### src/rtl/csf_pkg.sv
package csf_pkg;
   typedef struct packed {
      logic       tx_empty;
      logic       shut;
      logic       rx_full;
      logic [2:0] rsvd;
      logic       fix_lo;
      logic       fix_hi;
   } csf_status_t;

   function automatic logic [7:0] csf_pack(input logic txe, input logic sdn, input logic rxf);
      csf_status_t s;
      s.tx_empty = txe;
      s.shut     = sdn;
      s.rx_full  = rxf;
      s.rsvd     = 3'b000;
      s.fix_lo   = 1'b0;
      s.fix_hi   = 1'b1;
      return s;
   endfunction
endpackage

### src/rtl/csf_persist.sv
module csf_persist #(
   parameter int LIMIT = 8
) (
   input  logic clk,
   input  logic rst_n,
   input  logic clr,
   input  logic cond,
   output logic trip
);
   localparam int CW = (LIMIT < 1) ? 1 : $clog2(LIMIT + 1);

   generate
      if (LIMIT < 0) begin : g_bad
         $error("csf_persist: LIMIT must be non-negative");
      end
      if (LIMIT == 0) begin : g_direct
         assign trip = cond;
      end else begin : g_count
         logic [CW-1:0] cnt;
         always_ff @(posedge clk) begin
            if (!rst_n || clr || !cond) cnt <= '0;
            else if (cnt != CW'(LIMIT)) cnt <= cnt + 1'b1;
         end
         assign trip = cond && (cnt == CW'(LIMIT));

         p_cnt_bound_r8: assert property (@(posedge clk) disable iff (!rst_n)
            cnt <= CW'(LIMIT));
         p_trip_needs_run_r7: assert property (@(posedge clk) disable iff (!rst_n)
            (!cond || clr) |=> !trip);
      end
   endgenerate
endmodule

### src/rtl/csf_tx_flag.sv
module csf_tx_flag (
   input  logic clk,
   input  logic rst_n,
   input  logic wr_strobe,
   input  logic tx_done,
   output logic tx_load,
   output logic tx_empty
);
   always_ff @(posedge clk) begin
      if (!rst_n)         tx_empty <= 1'b1;
      else if (tx_done)   tx_empty <= 1'b1;
      else if (tx_load)   tx_empty <= 1'b0;
   end

   assign tx_load = wr_strobe && tx_empty;

   p_txe_clear_r2: assert property (@(posedge clk) disable iff (!rst_n)
      (wr_strobe && tx_empty && !tx_done) |=> !tx_empty);
   p_full_write_dropped_r3: assert property (@(posedge clk) disable iff (!rst_n)
      (wr_strobe && !tx_empty && !tx_done) |=> !tx_empty);
   p_txe_set_r4: assert property (@(posedge clk) disable iff (!rst_n)
      tx_done |=> tx_empty);
endmodule

### src/rtl/csf_rx_flag.sv
module csf_rx_flag #(
   parameter int SUPPLY_MASK_CYC = 12
) (
   input  logic clk,
   input  logic rst_n,
   input  logic xfer_start,
   input  logic rx_wr,
   input  logic rd_strobe,
   input  logic supply_low,
   output logic rx_full
);
   logic lv_trip, lv_seen, rx_ok;

   csf_persist #(.LIMIT(SUPPLY_MASK_CYC)) u_lv (
      .clk(clk), .rst_n(rst_n), .clr(xfer_start), .cond(supply_low), .trip(lv_trip)
   );

   always_ff @(posedge clk) begin
      if (!rst_n || xfer_start) lv_seen <= 1'b0;
      else if (lv_trip)         lv_seen <= 1'b1;
   end

   assign rx_ok = rx_wr && !lv_seen && !lv_trip;

   always_ff @(posedge clk) begin
      if (!rst_n)         rx_full <= 1'b0;
      else if (rx_ok)     rx_full <= 1'b1;
      else if (rd_strobe) rx_full <= 1'b0;
   end

   p_rx_set_r5: assert property (@(posedge clk) disable iff (!rst_n)
      rx_ok |=> rx_full);
   p_rx_clear_r6: assert property (@(posedge clk) disable iff (!rst_n)
      (rd_strobe && !rx_wr) |=> !rx_full);
   p_rx_qualified_r7: assert property (@(posedge clk) disable iff (!rst_n)
      (lv_seen && !xfer_start && !rd_strobe) |=> $stable(rx_full));
endmodule

### src/rtl/csf_shutdown.sv
module csf_shutdown #(
   parameter int OC_DELAY_CYC = 20
) (
   input  logic clk,
   input  logic rst_n,
   input  logic xfer_start,
   input  logic sig_mode,
   input  logic oc_hi,
   input  logic oc_lo,
   output logic shut
);
   logic oc_trip, oc_live;

   assign oc_live = sig_mode && (oc_hi || oc_lo);

   csf_persist #(.LIMIT(OC_DELAY_CYC)) u_oc (
      .clk(clk), .rst_n(rst_n), .clr(xfer_start), .cond(oc_live), .trip(oc_trip)
   );

   always_ff @(posedge clk) begin
      if (!rst_n || xfer_start) shut <= 1'b0;
      else if (oc_trip)         shut <= 1'b1;
   end

   p_shut_hold_r9: assert property (@(posedge clk) disable iff (!rst_n)
      (shut && !xfer_start) |=> shut);
   p_shut_clear_r9: assert property (@(posedge clk) disable iff (!rst_n)
      xfer_start |=> !shut);
   p_shut_idle_r8: assert property (@(posedge clk) disable iff (!rst_n)
      (!shut && !sig_mode) |=> !shut);
endmodule

### src/rtl/chan_status_flags.sv
module chan_status_flags #(
   parameter int OC_DELAY_CYC    = 20,
   parameter int SUPPLY_MASK_CYC = 12
) (
   input  logic       clk,
   input  logic       rst_n,
   input  logic       cs_rise,
   input  logic       cs_wr_tx,
   input  logic       cs_rd_stat,
   input  logic       tx_done,
   input  logic       rx_wr,
   input  logic       xfer_start,
   input  logic       sig_mode,
   input  logic       oc_hi,
   input  logic       oc_lo,
   input  logic       supply_low,
   output logic       tx_load,
   output logic [7:0] status_o,
   output logic       drv_disable
);
   import csf_pkg::*;

   generate
      if (OC_DELAY_CYC < 1) begin : g_chk_oc
         $error("chan_status_flags: OC_DELAY_CYC must be at least 1");
      end
      if (SUPPLY_MASK_CYC < 1) begin : g_chk_lv
         $error("chan_status_flags: SUPPLY_MASK_CYC must be at least 1");
      end
   endgenerate

   logic txe, rxf, sdn;

   csf_tx_flag u_tx (
      .clk(clk), .rst_n(rst_n), .wr_strobe(cs_rise && cs_wr_tx),
      .tx_done(tx_done), .tx_load(tx_load), .tx_empty(txe)
   );

   csf_rx_flag #(.SUPPLY_MASK_CYC(SUPPLY_MASK_CYC)) u_rx (
      .clk(clk), .rst_n(rst_n), .xfer_start(xfer_start), .rx_wr(rx_wr),
      .rd_strobe(cs_rise && cs_rd_stat), .supply_low(supply_low), .rx_full(rxf)
   );

   csf_shutdown #(.OC_DELAY_CYC(OC_DELAY_CYC)) u_sd (
      .clk(clk), .rst_n(rst_n), .xfer_start(xfer_start), .sig_mode(sig_mode),
      .oc_hi(oc_hi), .oc_lo(oc_lo), .shut(sdn)
   );

   assign status_o    = csf_pack(txe, sdn, rxf);
   assign drv_disable = sdn;

   p_fixed_bits_r10: assert property (@(posedge clk) disable iff (!rst_n)
      status_o[4:0] == 5'b00001);
   p_no_load_when_full_r3: assert property (@(posedge clk) disable iff (!rst_n)
      (tx_load && !tx_done) |=> !tx_load);
   p_reset_state_r1: assert property (@(posedge clk)
      !rst_n |=> (status_o == 8'h81 && !drv_disable));
endmodule

### config.mk
export PLATFORM = sky130hd
export DESIGN_NAME = chan_status_flags
export DESIGN_NICKNAME = d
export VERILOG_FILES = /design/src/rtl/csf_pkg.sv /design/src/rtl/csf_persist.sv /design/src/rtl/csf_tx_flag.sv /design/src/rtl/csf_rx_flag.sv /design/src/rtl/csf_shutdown.sv /design/src/rtl/chan_status_flags.sv
export SDC_FILE = /design/constraint.sdc
export NUM_CORES = 1
export LEC_CHECK = 0
export BUFFER_PORTS_ARGS = -buffer_cell sky130_fd_sc_hd__clkbuf_2
export CAP_MARGIN = 20
export CORE_MARGIN = 2
export CORE_UTILIZATION = 40
export CTS_CLUSTER_DIAMETER = 50
export DETAILED_ROUTE_END_ITERATION = 16
export GPL_ROUTABILITY_DRIVEN = 1
export PLACE_DENSITY = 0.69
export SETUP_SLACK_MARGIN = 0.1
export SLEW_MARGIN = 20
export SYNTH_ARGS = -nofsm -noshare
export SYNTH_HDL_FRONTEND = slang
export SYNTH_SLANG_ARGS = --single-unit
### constraint.sdc
create_clock -name clk -period 1.5 [get_ports clk]
set_clock_uncertainty 0.15 [all_clocks]
set_input_delay 0.15 -clock clk [delete_from_list [all_inputs] [get_ports clk]]
set_output_delay 0.15 -clock clk [all_outputs]
set_load 0.02 [all_outputs]
After elaboration in Yosys (flattened, before gate mapping)

Cells that the tools add are included.
Widths: inputs -> output; s select.

Bitwise logic cells: 1
Equal/unequal tests: 4
Reduce and logical (&&, ||, !) cells: 19
Mux-type cells: 2
Add/sub/neg operators: 2

Operators with widths:

| operator            | number |
|---|---|
| $logic_and 1x1->1   | 8 |
| $add 5x1->5 const B | 1 |
| $eq 5x5->1 const B  | 1 |
| $logic_not 1->1     | 5 |
| $ne 5x5->1 const B  | 1 |
| $add 4x1->4 const B | 1 |
| $eq 4x4->1 const B  | 1 |
| $logic_or 1x1->1    | 4 |
| $ne 4x4->1 const B  | 1 |
| $mux 1              | 2 |
| $reduce_bool 2->1   | 1 |
| $reduce_or 2->1     | 1 |
| $not 1->1           | 1 |

Flip-flop bits (word level): 13
Output and inout port bits: 10
Bits of input ports: 12

Depth between registers and ports, before layout

Depth in word-level cells: 5
Mapped depth: 5
Mapped depth without buffers: 5

Hierarchy

A second synthesis with hierarchy kept.

Cell total of the unflattened synthesis: 76
Area total of the unflattened synthesis: 729.4 um^2

Modules (own cells, without submodules):

| module                   | cells an instance | sequential area each (um^2) | area an instance (um^2) | instances |
|---|---|---|---|---|
| csf_persist at u_sd.u_oc | 25                | 100.1                       | 260.2                   | 1 |
| csf_persist at u_rx.u_lv | 25                | 80.1                        | 230.2                   | 1 |
| chan_status_flags        | 12                | 0.0                         | 80.1                    | 1 |
| csf_rx_flag              | 6                 | 40.0                        | 73.8                    | 1 |
| csf_shutdown             | 4                 | 20.0                        | 43.8                    | 1 |
| csf_tx_flag              | 4                 | 20.0                        | 41.3                    | 1 |

Worst setup path before layout

Ideal clock, no wire load.

Kind: reg-to-reg
From: reg u_rx.u_lv.g_count.cnt[0]
To: reg u_rx.u_lv.g_count.cnt[1]
Stages on the path, launching flop included: 6
Arrival: 985 ps
Setup slack: 251 ps
Data required time: 1236 ps
Path buffers: 0
Cell sequence: dfxtp_1 -> inv_1 -> ha_1 -> nand3_1 -> mux2i_1 -> nor2_1

Word-level cells in the longest chain between the ends: 1
Elaborated cells between the ends (all ways): 2
Those cells by class: add/sub: 1; eq/ne: 1

RTL lines:

| element                                   | line              | text |
|---|---|---|
| start, declared                           | csf_persist.sv:19 | `logic [CW-1:0] cnt;` |
| start signal, assigned                    | csf_persist.sv:22 | `else if (cnt != CW'(LIMIT)) cnt <= cnt + 1'b1;` |
| $add 4x1->4 or $ne 4x4->1 (tied branches) | csf_persist.sv:22 |  |

Parallel ways exist; a longest one is shown, timed or not.
A chain may end at the register's enable or synchronous reset.

Worst setup path after layout

Ends and elaborated chain as after synthesis.

==> results.py <==
metrics = {
    "synth": {
        "syn_avg_cell_area_um2": 9.53,
        "synth.area.top_cells": "dfxtp_1 38%, buf_4 8.9%, ha_1 7.4%, xnor2_1 3.9%, xor2_1 3.9%",
        "yosys.area.top_type": "dfxtp_1",
        "postSynthCellCount": 71,
        "synth.distinct_cells": 24,
        "yosysSeqAreaShare_pct": 38.4,
        "yosysWarningCount": 0,
        "synthDominantCellAreaShare_pct": 38.4,
        "ys_ff_latch": 13,
        "mappedNetlistArea_um2": 677,
    },
    "power": {
        "powerDensity_nw_per_um2": 795,
        "p_comb_share_pct": 12.0,
        "power.leakage_nw": 0.409,
        "ir_worst_vdd_v": 0.000420,
        "swShare_pct": 25.0,
        "seq_power_share_pct": 54.7,
        "power.internal_mw": 0.488,
        "p_switching_mw": 0.163,
        "power.share.clock_pct": 33.3,
    },
    "worst_setup_path": {
        "critical_path_required_ns": 1.53,
        "cpPeakStageDelay_ns": 0.40,
        "cp_max_fo": 4,
        "r2r_cells": 5,
        "cp-end-kind": "register",
        "startpoint_type": "register",
        "cp_data_arrival_time_ns": 1.34,
        "cp_slowest_cell": "dfxtp_1",
        "critPathKind": "reg2reg",
        "cp_cell_sequence": "inv_1 -> ha_1 -> nand3_2 -> mux2i_1 -> nor2_1",
    },
    "place": {
        "dpl_cell_area_um2": 728,
        "gp_congestion": 0.710,
        "numPortBuffers": 16,
        "hpwl_um": 911,
    },
    "sta": {
        "period_minus_slack_ns": 1.32,
        "max_freq_ghz": 0.758,
        "rsz0062_at_grt": "no",
        "period_share_pct": 88.0,
        "hold_viol_final": 0,
        "final-setup-viol-count": 0,
        "fin_setup_tns_ns": 0,
        "final-max-slew-violation-count": 0,
    },
    "floorplan": {
        "dieArea_um2": 2040,
        "dieWidth_um": 45.1,
        "initial_utilization_pct": 43.9,
        "fp.coreArea_um2": 1540,
        "die_h_um": 45.1,
        "ios": 22,
        "row_count": 14,
    },
    "cts": {
        "cts_root_buffer": "clkbuf_4",
        "cts_setup_buffers": 0,
        "cts_tree": "built",
        "cts_buffer_depth": 2,
        "cts_htree_levels": 1,
        "path_clk_slew_ns": 0.08,
        "numCtsBuffers": 3,
        "cts_sinks": 13,
        "clock_latency_ns": 0.27,
    },
    "final_layout": {
        "final_area_um2": 818,
        "areaGrowthSynthToFinish_pct": 20.9,
        "antenna_cells": 0,
        "multi_input_comb_area_um2": 365,
        "drive_gt1_share_pct": 31.9,
        "fill_cells": 139,
        "fin_nets": 108,
        "seq_area_um2": 262,
    },
    "drt": {
        "ant_nets": 0,
        "wl_um": 1240,
        "wl_per_cell_um": 11.6,
        "drc_errors": 0,
        "vias_per_cell": 4.71,
        "drt_iter0_markers": 3,
        "vias": 504,
        "drt_pre_antenna_iters": 2,
    },
    "flow_run": {
        "cap_violations": 0,
    },
    "grt": {
        "grt_max_degree": 8,
        "antenna_found_initial": 0,
        "grt_pass1_wl_um": 2010,
        "gr-total-overflow": 0,
        "grt_use_total_pct": 13.9,
        "grt_pass1_vias": 483,
    },
    "hold_path": {
        "hold_depth": 4,
        "min_path_type": "in2reg",
    },
    "status": {
        "status": "completed",
    },
}
## registers in the layout, summed over array words and instances (netlist names)
signal and flops:
u_rx.lv_seen 1, u_rx.rx_full 1, u_rx.u_lv.g_count.cnt 4, u_sd.shut 1, u_sd.u_oc.g_count.cnt 5, u_tx.tx_empty 1
## worst paths after layout
kind / start / endpoint / slack, ns
max: u_rx.u_lv.g_count.cnt[0] / u_rx.u_lv.g_count.cnt[1] / 0.18
min: cs_rise / u_tx.tx_empty / 0.02
max reg2reg: u_rx.u_lv.g_count.cnt[0] / u_rx.u_lv.g_count.cnt[1] / 0.18
min reg2reg: u_rx.rx_full / u_rx.rx_full / 0.31
## cells in the final DEF (no fill, tap or decap), types with 2 or more instances in the layout
master | netlist | layout
clkbuf_2 | 0 | 16
dfxtp_1 | 13 | 12
nand2_1 | 6 | 6
nor2_1 | 6 | 6
conb_1 | 2 | 5
dlygate4sd3_1 | 0 | 5
inv_1 | 4 | 4
nand3_1 | 5 | 4
ha_1 | 4 | 4
xor2_1 | 3 | 3
xnor2_1 | 3 | 3
a21oi_1 | 3 | 3
clkbuf_4 | 0 | 3
nand3_2 | 1 | 2
mux2i_1 | 2 | 2
## power by group through the flow
| stage | Clock, mW | Combinational (mW) | Sequential (mW) |
|---|---|---|---|
| 6_report | 0.217 | 0.0780 | 0.356 |
| 5_1_grt | 0.234 | 0.0864 | 0.357 |
| 4_1_cts | 0.228 | 0.0766 | 0.356 |
| 3_5_place_dp | 0 | 0.0665 | 0.364 |
| 3_3_place_gp | 0 | 0.0649 | 0.364 |
| 2_1_floorplan | 0 | 0.0543 | 0.363 |
## timing repair
| action | CTS | global route |
|---|---|---|
| resized for setup | 0 | 3 |
| endpoints found under the hold margin | 2 | 0 |
| setup endpoints to repair | 0 | 3 |
| hold buffers | 5 | 0 |
## kinds of logic after synthesis
group                      after synthesis  synth area share (%)
and+or+nand+nor                         26                  23.8
DFF                                     13                  38.4
buffers and inverters                   12                  11.1
AOI/OAI and AO/OA                        6                  7.39
xor gates and xnor gates                 6                  7.76
adders and majority gates                4                  7.39
other                                    2                  1.11
muxes                                    2                  2.96
## metal layers
| metal | vias up | routed length [µm] | global-route usage, % |
|---|---|---|---|
| li1 | 261 | - | - |
| met5 | - | 0 | 0 |
| met4 | 0 | 0 | 1.76 |
| met2 | 12 | 718 | 27.1 |
| met1 | 231 | 461 | 13.7 |
| met3 | 0 | 60 | 6.00 |
## cell type report
cell class | count | area share [%]
multi-input combinational | 49 | 44.6
clock buffer | 4 | 3.21
sequential | 13 | 32.0
tap | 16 | 2.45
timing repair buffer | 21 | 15.9
inverter | 4 | 1.83
## metrics by stage
stage                     hold WS (ns)  utilization (%)  std cells  power [mW]  setup WS, ns
after global placement           0.195             47.2         98       0.428         0.177
after CTS                      0.00435             52.2        107       0.660         0.138
after detailed placement         0.192             47.2         98       0.430         0.152
final                           0.0245             53.1        107       0.651         0.180
after global routing            0.0390             53.1        107       0.678         0.124
after floorplan                 0.0831                -         74       0.417         0.251
## worst max-delay path, delay by kind of cell (launching register included)
kind	cells	cell delay (ns)
AND/OR/NAND/NOR	2	0.18
flip-flops	1	0.40
multiplexers	1	0.18
adder cells (fa/ha/maj)	1	0.25
buffers and inverters	1	0.06
## synth_stat cells (all sizes together)
cell and n:
nand3b 1, buf 8, xor2 3, and3 1, nor3 1, nand2 7, o211ai 1, conb 2
and2b 1, ha 4, nor3b 1, dfxtp 13, nor2 6, nand3 6, mux2i 2, nand4b 1
nor2b 1, a21oi 3, o21ai 1, a41oi 1, xnor2 3, inv 4
No activity file was read; power rests on OpenSTA's default activity.
